<file path="config.mk">
export PLATFORM = sky130hd
export DESIGN_NAME = os_tick_timer
export DESIGN_NICKNAME = d
export VERILOG_FILES = /design/src/rtl/tick_pkg.sv /design/src/rtl/tick_datapath.sv /design/src/rtl/tick_ctrl.sv /design/src/rtl/os_tick_timer.sv
export SDC_FILE = /design/constraint.sdc
export NUM_CORES = 1
export LEC_CHECK = 0
export ABC_AREA = 1
export BUFFER_PORTS_ARGS = -buffer_cell sky130_fd_sc_hd__buf_2
export CORE_ASPECT_RATIO = 0.6
export CORE_UTILIZATION = 39
export DETAILED_ROUTE_END_ITERATION = 7
export GPL_ROUTABILITY_DRIVEN = 1
export SYNTH_ARGS = -nofsm -noshare
export SYNTH_HDL_FRONTEND = slang
export SYNTH_HIERARCHICAL = 1
export SYNTH_SLANG_ARGS = --single-unit
</file>
<file path="constraint.sdc">
create_clock -name clk -period 3 [get_ports clk]
set_clock_uncertainty 0.05 [all_clocks]
set_input_delay 0.15 -clock clk [delete_from_list [all_inputs] [get_ports clk]]
set_output_delay 0.15 -clock clk [all_outputs]
set_load 0.01 [all_outputs]
</file>
<file path="src/rtl/tick_pkg.sv">
package tick_pkg;
  localparam int DATA_W = 32;
  localparam int REG_AW = 2;

  typedef enum logic [REG_AW-1:0] {
    REG_CTRL    = 2'd0,
    REG_RELOAD  = 2'd1,
    REG_CURRENT = 2'd2,
    REG_SPARE   = 2'd3
  } regAddr_t;

  localparam int BIT_EN      = 0;
  localparam int BIT_IRQEN   = 1;
  localparam int BIT_FULLCLK = 2;
  localparam int BIT_FLAG    = 16;

  // strobes from control to datapath
  typedef struct packed {
    logic tick;      // active tick this cycle
    logic clearCur;  // software write to current value
  } tickStrobe_t;
endpackage

</file>
<file path="src/rtl/tick_datapath.sv">
module tick_datapath
  import tick_pkg::*;
#(
  parameter int CNT_W = 24
) (
  input  logic             clk,
  input  logic             rstN,
  input  tickStrobe_t      strb,
  input  logic [CNT_W-1:0] reloadVal,
  output logic [CNT_W-1:0] curCount,
  output logic             hitZero
);
  localparam logic [CNT_W-1:0] ONE = CNT_W'(1);

  always_ff @(posedge clk) begin
    if (!rstN) begin
      curCount <= '0;
    end else if (strb.clearCur) begin
      curCount <= '0;
    end else if (strb.tick) begin
      if (curCount == '0) curCount <= reloadVal;
      else                curCount <= curCount - ONE;
    end
  end

  // 1 -> 0 step on this edge, unless software clears the counter
  assign hitZero = strb.tick && !strb.clearCur && (curCount == ONE);
endmodule

</file>
<file path="src/rtl/tick_ctrl.sv">
module tick_ctrl
  import tick_pkg::*;
#(
  parameter int CNT_W = 24,
  parameter int DIV   = 8
) (
  input  logic              clk,
  input  logic              rstN,
  input  logic              wrEn,
  input  logic              rdEn,
  input  logic [REG_AW-1:0] addr,
  input  logic [DATA_W-1:0] wrData,
  input  logic [CNT_W-1:0]  curCount,
  input  logic              hitZero,
  output tickStrobe_t       strb,
  output logic [CNT_W-1:0]  reloadVal,
  output logic [DATA_W-1:0] rdData,
  output logic              irq,
  output logic              enable,
  output logic              fullClk,
  output logic              countFlag
);
  localparam int PRE_W = (DIV > 1) ? $clog2(DIV) : 1;

  logic irqEn;
  logic divPulse;
  logic ctrlWr, reloadWr, curWr, ctrlRd;
  logic unusedWrBits;

  assign ctrlWr   = wrEn && (addr == REG_CTRL);
  assign reloadWr = wrEn && (addr == REG_RELOAD);
  assign curWr    = wrEn && (addr == REG_CURRENT);
  assign ctrlRd   = rdEn && (addr == REG_CTRL);
  assign unusedWrBits = ^wrData;

  always_ff @(posedge clk) begin
    if (!rstN) begin
      enable    <= 1'b0;
      irqEn     <= 1'b0;
      fullClk   <= 1'b0;
      reloadVal <= '0;
    end else begin
      if (ctrlWr) begin
        enable  <= wrData[BIT_EN];
        irqEn   <= wrData[BIT_IRQEN];
        fullClk <= wrData[BIT_FULLCLK];
      end
      if (reloadWr) reloadVal <= wrData[CNT_W-1:0];
    end
  end

  // event flag: a new event wins over a clear
  always_ff @(posedge clk) begin
    if (!rstN)               countFlag <= 1'b0;
    else if (hitZero)        countFlag <= 1'b1;
    else if (curWr || ctrlRd) countFlag <= 1'b0;
  end

  generate
    if (DIV > 1) begin : g_prescale
      logic [PRE_W-1:0] preCnt;
      always_ff @(posedge clk) begin
        if (!rstN || !enable) preCnt <= '0;
        else                  preCnt <= preCnt + 1'b1;
      end
      assign divPulse = (preCnt == PRE_W'(DIV - 1));
    end else begin : g_noprescale
      assign divPulse = 1'b1;
    end
  endgenerate

  assign strb.tick     = enable && (fullClk || divPulse);
  assign strb.clearCur = curWr;

  always_comb begin
    rdData = '0;
    case (addr)
      REG_CTRL: begin
        rdData[BIT_EN]      = enable;
        rdData[BIT_IRQEN]   = irqEn;
        rdData[BIT_FULLCLK] = fullClk;
        rdData[BIT_FLAG]    = countFlag;
      end
      REG_RELOAD:  rdData[CNT_W-1:0] = reloadVal;
      REG_CURRENT: rdData[CNT_W-1:0] = curCount;
      default:     rdData = '0;
    endcase
  end

  assign irq = countFlag && irqEn;
endmodule

</file>
<file path="src/rtl/os_tick_timer.sv">
module os_tick_timer
  import tick_pkg::*;
#(
  parameter int CNT_W = 24,
  parameter int DIV   = 8
) (
  input  logic        clk,
  input  logic        rstN,
  input  logic        wrEn,
  input  logic        rdEn,
  input  logic [1:0]  addr,
  input  logic [31:0] wrData,
  output logic [31:0] rdData,
  output logic        irq
);
  tickStrobe_t      strb;
  logic [CNT_W-1:0] reloadVal;
  logic [CNT_W-1:0] curCount;
  logic             hitZero;
  logic             enable;
  logic             fullClk;
  logic             countFlag;

  tick_ctrl #(.CNT_W(CNT_W), .DIV(DIV)) i_ctrl (
    .clk      (clk),
    .rstN     (rstN),
    .wrEn     (wrEn),
    .rdEn     (rdEn),
    .addr     (addr),
    .wrData   (wrData),
    .curCount (curCount),
    .hitZero  (hitZero),
    .strb     (strb),
    .reloadVal(reloadVal),
    .rdData   (rdData),
    .irq      (irq),
    .enable   (enable),
    .fullClk  (fullClk),
    .countFlag(countFlag)
  );

  tick_datapath #(.CNT_W(CNT_W)) i_dp (
    .clk      (clk),
    .rstN     (rstN),
    .strb     (strb),
    .reloadVal(reloadVal),
    .curCount (curCount),
    .hitZero  (hitZero)
  );
endmodule

</file>
==> results of run 1 <==
## sequential cells by signal, summed over array words and instances (netlist names)
register / cells
i_ctrl/reloadVal: 24
i_dp/curCount: 24
i_ctrl/g_prescale.preCnt: 3
i_ctrl/countFlag: 1
i_ctrl/enable: 1
i_ctrl/fullClk: 1
i_ctrl/irqEn: 1
## synth_stat cells, types with 4 or more instances
cell and instances:
nand2_1 164, nor2_1 109, dfxtp_1 55, inv_1 43
a21oi_1 38, nand3_1 33, o21ai_0 27, buf_4 10
nand2_2 10, buf_2 9, ha_1 9, a21oi_2 7
clkbuf_1 7, o21ai_1 7, nand4_1 6, nor2_2 5
buf_6 4, nand3b_1 4, nor2_4 4
## power groups by stage
stage / Sequential (mW) / Clock [mW] / Combinational (mW)
global placement: 0.786 / 0 / 0.191
finish: 0.769 / 0.603 / 0.196
global route: 0.772 / 0.654 / 0.221
floorplan: 0.779 / 0 / 0.148
detailed placement: 0.787 / 0 / 0.194
CTS: 0.770 / 0.618 / 0.195
## path summary, 6_finish.rpt
check                                            startpoint                           to  slack [ps]  cells past startpoint
worst max register to register             i_dp/curCount[0]            i_dp/curCount[13]        1040                     10
worst min register to register  i_ctrl/g_prescale.preCnt[0]  i_ctrl/g_prescale.preCnt[0]         380                      1
worst min-delay path                             wrData[11]         i_ctrl/reloadVal[11]          40                      3
worst max-delay path                       i_dp/curCount[0]            i_dp/curCount[13]        1040                     10
## cells by family after synthesis
family	Yosys count	share of synthesized area
and+or+nand+nor	346	0.420
AOI/OAI and AO/OA	80	0.120
buffers and inverters	79	0.109
DFF	55	0.307
adders and majority gates	9	0.0314
xor gates and xnor gates	5	0.0122
other	1	0.00104
## cell type report
| class | count | share of cell area |
|---|---|---|
| Multi-Input combinational cell | 448 | 0.529 |
| Sequential cell | 55 | 0.274 |
| Timing Repair Buffer | 61 | 0.0804 |
| Inverter | 46 | 0.0443 |
| Tap cell | 112 | 0.0349 |
| Clock buffer | 5 | 0.0312 |
| Clock inverter | 3 | 0.00592 |
## routing by layer
layer	vias up	routed length, um	part of all wire
met5	-	0	0
met4	0	55	0.0053
met3	7	626	0.061
met2	111	4080	0.40
met1	1679	5530	0.54
li1	1873	-	-
## metrics by stage
step / util / cell area, sq um / cells / setup WS, ps / hold slack [ps]
after global routing: 0.460 / 4010 / 730 / 816 / 45.0
after global placement: 0.443 / 3860 / 722 / 1110 / 347
after floorplan: - / 3620 / 582 / 1380 / 245
after detailed placement: 0.443 / 3860 / 722 / 1050 / 346
final: 0.460 / 4010 / 730 / 1040 / 37.0
after CTS: 0.460 / 4010 / 730 / 1040 / 35.5
## tightest hold or removal path: cells and delay by family
kind            cells  cell delay (ps)
simple gates        1               70
compound gates      1               60
buf+inv             1               70
==> impl_metrics.tcl, run 1 <==
set metrics [dict create \
    crit_fanout 13 \
    grt_overflow_total 0 \
    crit_path_end_kind "register" \
    critical_path_class "register to register" \
    cts_tree "yes" \
    power.density_nw_per_um2 391 \
    htree_levels 2 \
    die_w_um 126 \
    p_leak_nw 1.88 \
    postRouteAntennaNets 0 \
    netlist_top_cells_area "dfxtp_1 (31%), nand2_1 (17%), nor2_1 (11%)" \
    async_flop_share 0 \
    nFillCells 952 \
    via_count 3670 \
    tightest_slew_ps 803 \
    max_freq_mhz 511 \
    start_kind "register" \
    critPathArrivalTime_ps 2090 \
    std_cell_rows 26 \
    slowest_delay_ps 340 \
    numPortBuffers 54 \
    critPathSlowestCell "dfxtp_1" \
    grt_setup_unrepaired "no" \
    yosysTopAreaCellShare 0.307 \
    ys_seq_area_frac 0.307 \
    status "finished, final reports clean" \
    switching_share 0.281 \
    syn_area_per_cell_sq_um 6.24 \
    final_common_cell "nand2_1" \
    maxSlewViolCount 0 \
    fin_setup_tns_ps 0 \
    grt_first_pass_wirelength_um 17000 \
    cts_resized 0 \
    p_clk_frac 0.385 \
    ys.flop_type "dfxtp_1" \
    synth_warnings 6 \
    area_growth_pct 11.8 \
    grt_pass1_vias 3322 \
    synth_area_leader_cell "dfxtp_1" \
    cts_setup_buffers 0 \
    start_util 0.412 \
    regArea_sq_um 1100 \
    place_hpwl_um 7710 \
    grt_busiest_layer "met1" \
    synth_edf_count 0 \
    drc 0 \
    dieArea_sq_um 9600 \
    maxSlewHeadroom 0.464 \
    ys_types 36 \
    drive_gt1_frac 0.170 \
    clock_path_buffers 2 \
    worstPathRequired_ps 3130 \
    hold_class "input pin to register" \
    synthCells 575 \
    use_met3 0.0393 \
    drtIter0Drc 279 \
    ctsHoldBuffers 0 \
    syn-cell-area_sq_um 3590 \
    final_net_count 664 \
    cts_made_buffers 5 \
    layout_common_cells "nand2_1 (164), nor2_1 (109), dfxtp_1 (55)" \
    track_usage 0.223 \
    io_pins 71 \
    ys_seq_elements 55 \
    cp_cell_sequence "inv_1 > ha_1 > nand2_1 > nor2_4 > nand4_2 > buf_4 > nor2_1 > nor2_1 > nand2_1 > a21oi_1" \
    final-setup-viol-count 0 \
    maxCapViolCount 0 \
    crit_family "simple AND/OR/NAND/NOR gates" \
    use_met1 0.343 \
    global_route.usage.met2 0.324 \
    worst-path-buf-inv 2 \
    antenna_found_initial 0 \
    hold_viol_final 0 \
    core_sq_um 8720 \
    routed_wl_um 10300 \
    p_int_mw 1.13 \
    grt_max_degree 31 \
    cts-root-buf "clkbuf_16" \
    p_seq_frac 0.491 \
    finalCriticalPeriod_ps 1960 \
    cts.clk_slew.worst_paths_ps 80 \
    die_h_um 76.3 \
    p_total_mw 1.57 \
    routedWlPerCell_um 14.1 \
    multi_input_area_sq_um 2120 \
    globalplace.congestion 0.935 \
    min_period_over_period 0.653 \
    firstDrtPassIters 4 \
    insertion_delay_ps 300 \
    vdd_drop_max_uv 208 \
    p_comb_frac 0.125 \
    n_antenna_cell 0 \
    p_sw_mw 0.441 \
    cts.sinks 55 \
    vias_per_cell 5.03 \
]
No activity file was read; power rests on OpenSTA's default activity.
==> inputs of run 2 (changes only) <==
==> constraint.sdc (replaced) <==
create_clock -name clk -period 1.7 [get_ports clk]
set_clock_uncertainty 0.05 [all_clocks]
set_input_delay 0.085 -clock clk [delete_from_list [all_inputs] [get_ports clk]]
set_output_delay 0.085 -clock clk [all_outputs]
set_load 0.01 [all_outputs]
==> run 2 against run 1 <==
Compared with the run above:
- highest routed layer unchanged
- largest power group unchanged
- final cell count rose by 7.8%
- the flow now finishes with violations (negative hold slack)
- first-iteration DRC count fell by 16%
- count of clock-buffer cells in the layout rose by 1
- largest cell class unchanged
==> impl_metrics.tcl, run 2 (synthesis results as in run 1) <==
set metrics [dict create \
    whs_path_depth 3 \
    violations "negative hold slack" \
    critical_path_class "register to register" \
    p_total_mw 2.90 \
    cts.clk_slew.worst_paths_ps 80 \
    p_comb_frac 0.145 \
    worstPathRequired_ps 1830 \
    maxSlewHeadroom 0.472 \
    nFillCells 883 \
    io_pins 71 \
    postRouteAntennaNets 0 \
    hold_class "input pin to register" \
    routedWlPerCell_um 14.4 \
    p_seq_frac 0.469 \
    min_to "i_ctrl/reloadVal[1]" \
    cts.sinks 55 \
    crit_path_end_kind "register" \
    tightest_slew_ps 791 \
    maxCapViolCount 0 \
    reg2reg_slack_ps 80 \
    drtIter0Drc 234 \
    min_period_over_period 0.953 \
    antenna_found_initial 0 \
    grt_overflow_total 0 \
    cp_cell_sequence "nor2_1 > nand2_1 > nor2_2 > nand2_1 > o21ai_0 > nand3_1 > nand2_1 > a21oi_1" \
    power.density_nw_per_um2 624 \
    multi_input_area_sq_um 2200 \
    regArea_sq_um 1110 \
    htree_levels 2 \
    p_int_mw 2.09 \
    drive_gt1_frac 0.250 \
    firstDrtPassIters 5 \
    hold_viol_final 1 \
    maxSlewViolCount 0 \
    n_antenna_cell 0 \
    core_sq_um 8720 \
    numPortBuffers 54 \
    p_sw_mw 0.804 \
    clock_path_buffers 2 \
    die_h_um 76.3 \
    insertion_delay_ps 300 \
    p_leak_nw 2.21 \
    grt_first_pass_wirelength_um 18000 \
    critPathArrivalTime_ps 1750 \
    max_freq_mhz 617 \
    reg_top3 "i_ctrl/reloadVal x24, i_dp/curCount x24, i_ctrl/g_prescale.preCnt x3" \
    finalCriticalPeriod_ps 1620 \
    vdd_drop_max_uv 455 \
    switching_share 0.277 \
    globalplace.congestion 0.885 \
    status "finished, violations left" \
    place_hpwl_um 8160 \
    critPathSlowestCell "dfxtp_2" \
    grt_max_degree 36 \
    r2r_cells 8 \
    dieArea_sq_um 9600 \
    final-setup-viol-count 0 \
    cts_tree "yes" \
    start_util 0.412 \
    drc 0 \
    routed_wl_um 11400 \
    crit_top_cell "nand2_1" \
    whs_ps -1.16 \
    r2r_start "i_dp/curCount[5]" \
    via_count 3927 \
    grt_pass1_vias 3484 \
    vias_per_cell 4.99 \
    final_common_cell "nand2_1" \
    p_clk_frac 0.385 \
    area_growth_pct 29.3 \
    track_usage 0.239 \
    min_from "wrData[1]" \
    r2r_end "i_dp/curCount[19]" \
    cts_made_buffers 5 \
    final_net_count 721 \
    layout_common_cells "nand2_1 (163), nor2_1 (104), buf_2 (54)" \
    std_cell_rows 26 \
    die_w_um 126 \
    slowest_delay_ps 370 \
    crit_fanout 6 \
    cts-root-buf "clkbuf_16" \
    start_kind "register" \
]
## run 2: changes by cell type in the layout (fill, tap and decap cells not counted), moves of 3 or more
| cell | delta |
|---|---|
| dfxtp_1 | -7 |
| inv_1 | -3 |
| dlygate4sd3_1 | +14 |
| dfxtp_2 | +7 |
| buf_4 | +39 |
| nor2_1 | -5 |
| nor2_4 | +5 |
## run 2: cell type report
type | count | share of cell area
clock buffer | 6 | 0.0299
clock inverter | 2 | 0.00431
inverter | 46 | 0.0394
tap | 112 | 0.0302
sequential | 55 | 0.239
multi-input combinational | 448 | 0.475
timing repair buffer | 118 | 0.182
## run 2: repair_timing
action                     in CTS  in global routing
resized for setup               0                 32
setup endpoints to repair       0                 24
hold buffers                   14                  0
hold endpoints to repair       15                  0
setup buffers                   0                 10
## run 2: worst max-delay path by stage
| stage | slack [ps] | start | to |
|---|---|---|---|
| floorplan | 80 | i_ctrl/g_prescale.preCnt[0] | i_dp/curCount[0] |
| global placement | 90 | i_dp/curCount[0] | i_dp/curCount[6] |
| detailed placement | 40 | i_dp/curCount[0] | i_dp/curCount[6] |
| CTS | 6 | i_dp/curCount[0] | i_dp/curCount[6] |
| global route | -20 | i_dp/curCount[1] | i_dp/curCount[10] |
| finish | 80 | i_dp/curCount[5] | i_dp/curCount[19] |
## run 2: metrics by stage
stage	util	instances	area, sq um	setup TNS [ps]	worst slack, ps
floorplan	-	582	3620	0	81.6
detailed placement	0.473	753	4120	0	44.5
global placement	0.473	753	4120	0	94.5
global route	0.532	787	4640	-45.8	-17.7
CTS	0.507	775	4420	0	6.35
finish	0.532	787	4640	0	79.6
## run 2: power by group through the flow
stage | sequential, mW | combinational [mW] | clock, mW
detailed placement | 1.39 | 0.363 | 0
global route | 1.36 | 0.469 | 1.20
floorplan | 1.37 | 0.261 | 0
global placement | 1.39 | 0.357 | 0
CTS | 1.36 | 0.389 | 1.14
finish | 1.36 | 0.422 | 1.12
## run 2: layer usage
metal	routed length, um	global-route usage
met1	5830	0.358
met2	4670	0.357
met3	716	0.0400
met4	150	0.0470
met5	0	0
## run 2: worst max-delay path, delay by kind of cell (launching register included)
family,cells,cell delay (ps)
and+or+nand+nor,6,840
AOI/OAI and AO/OA,2,240
DFF,1,370
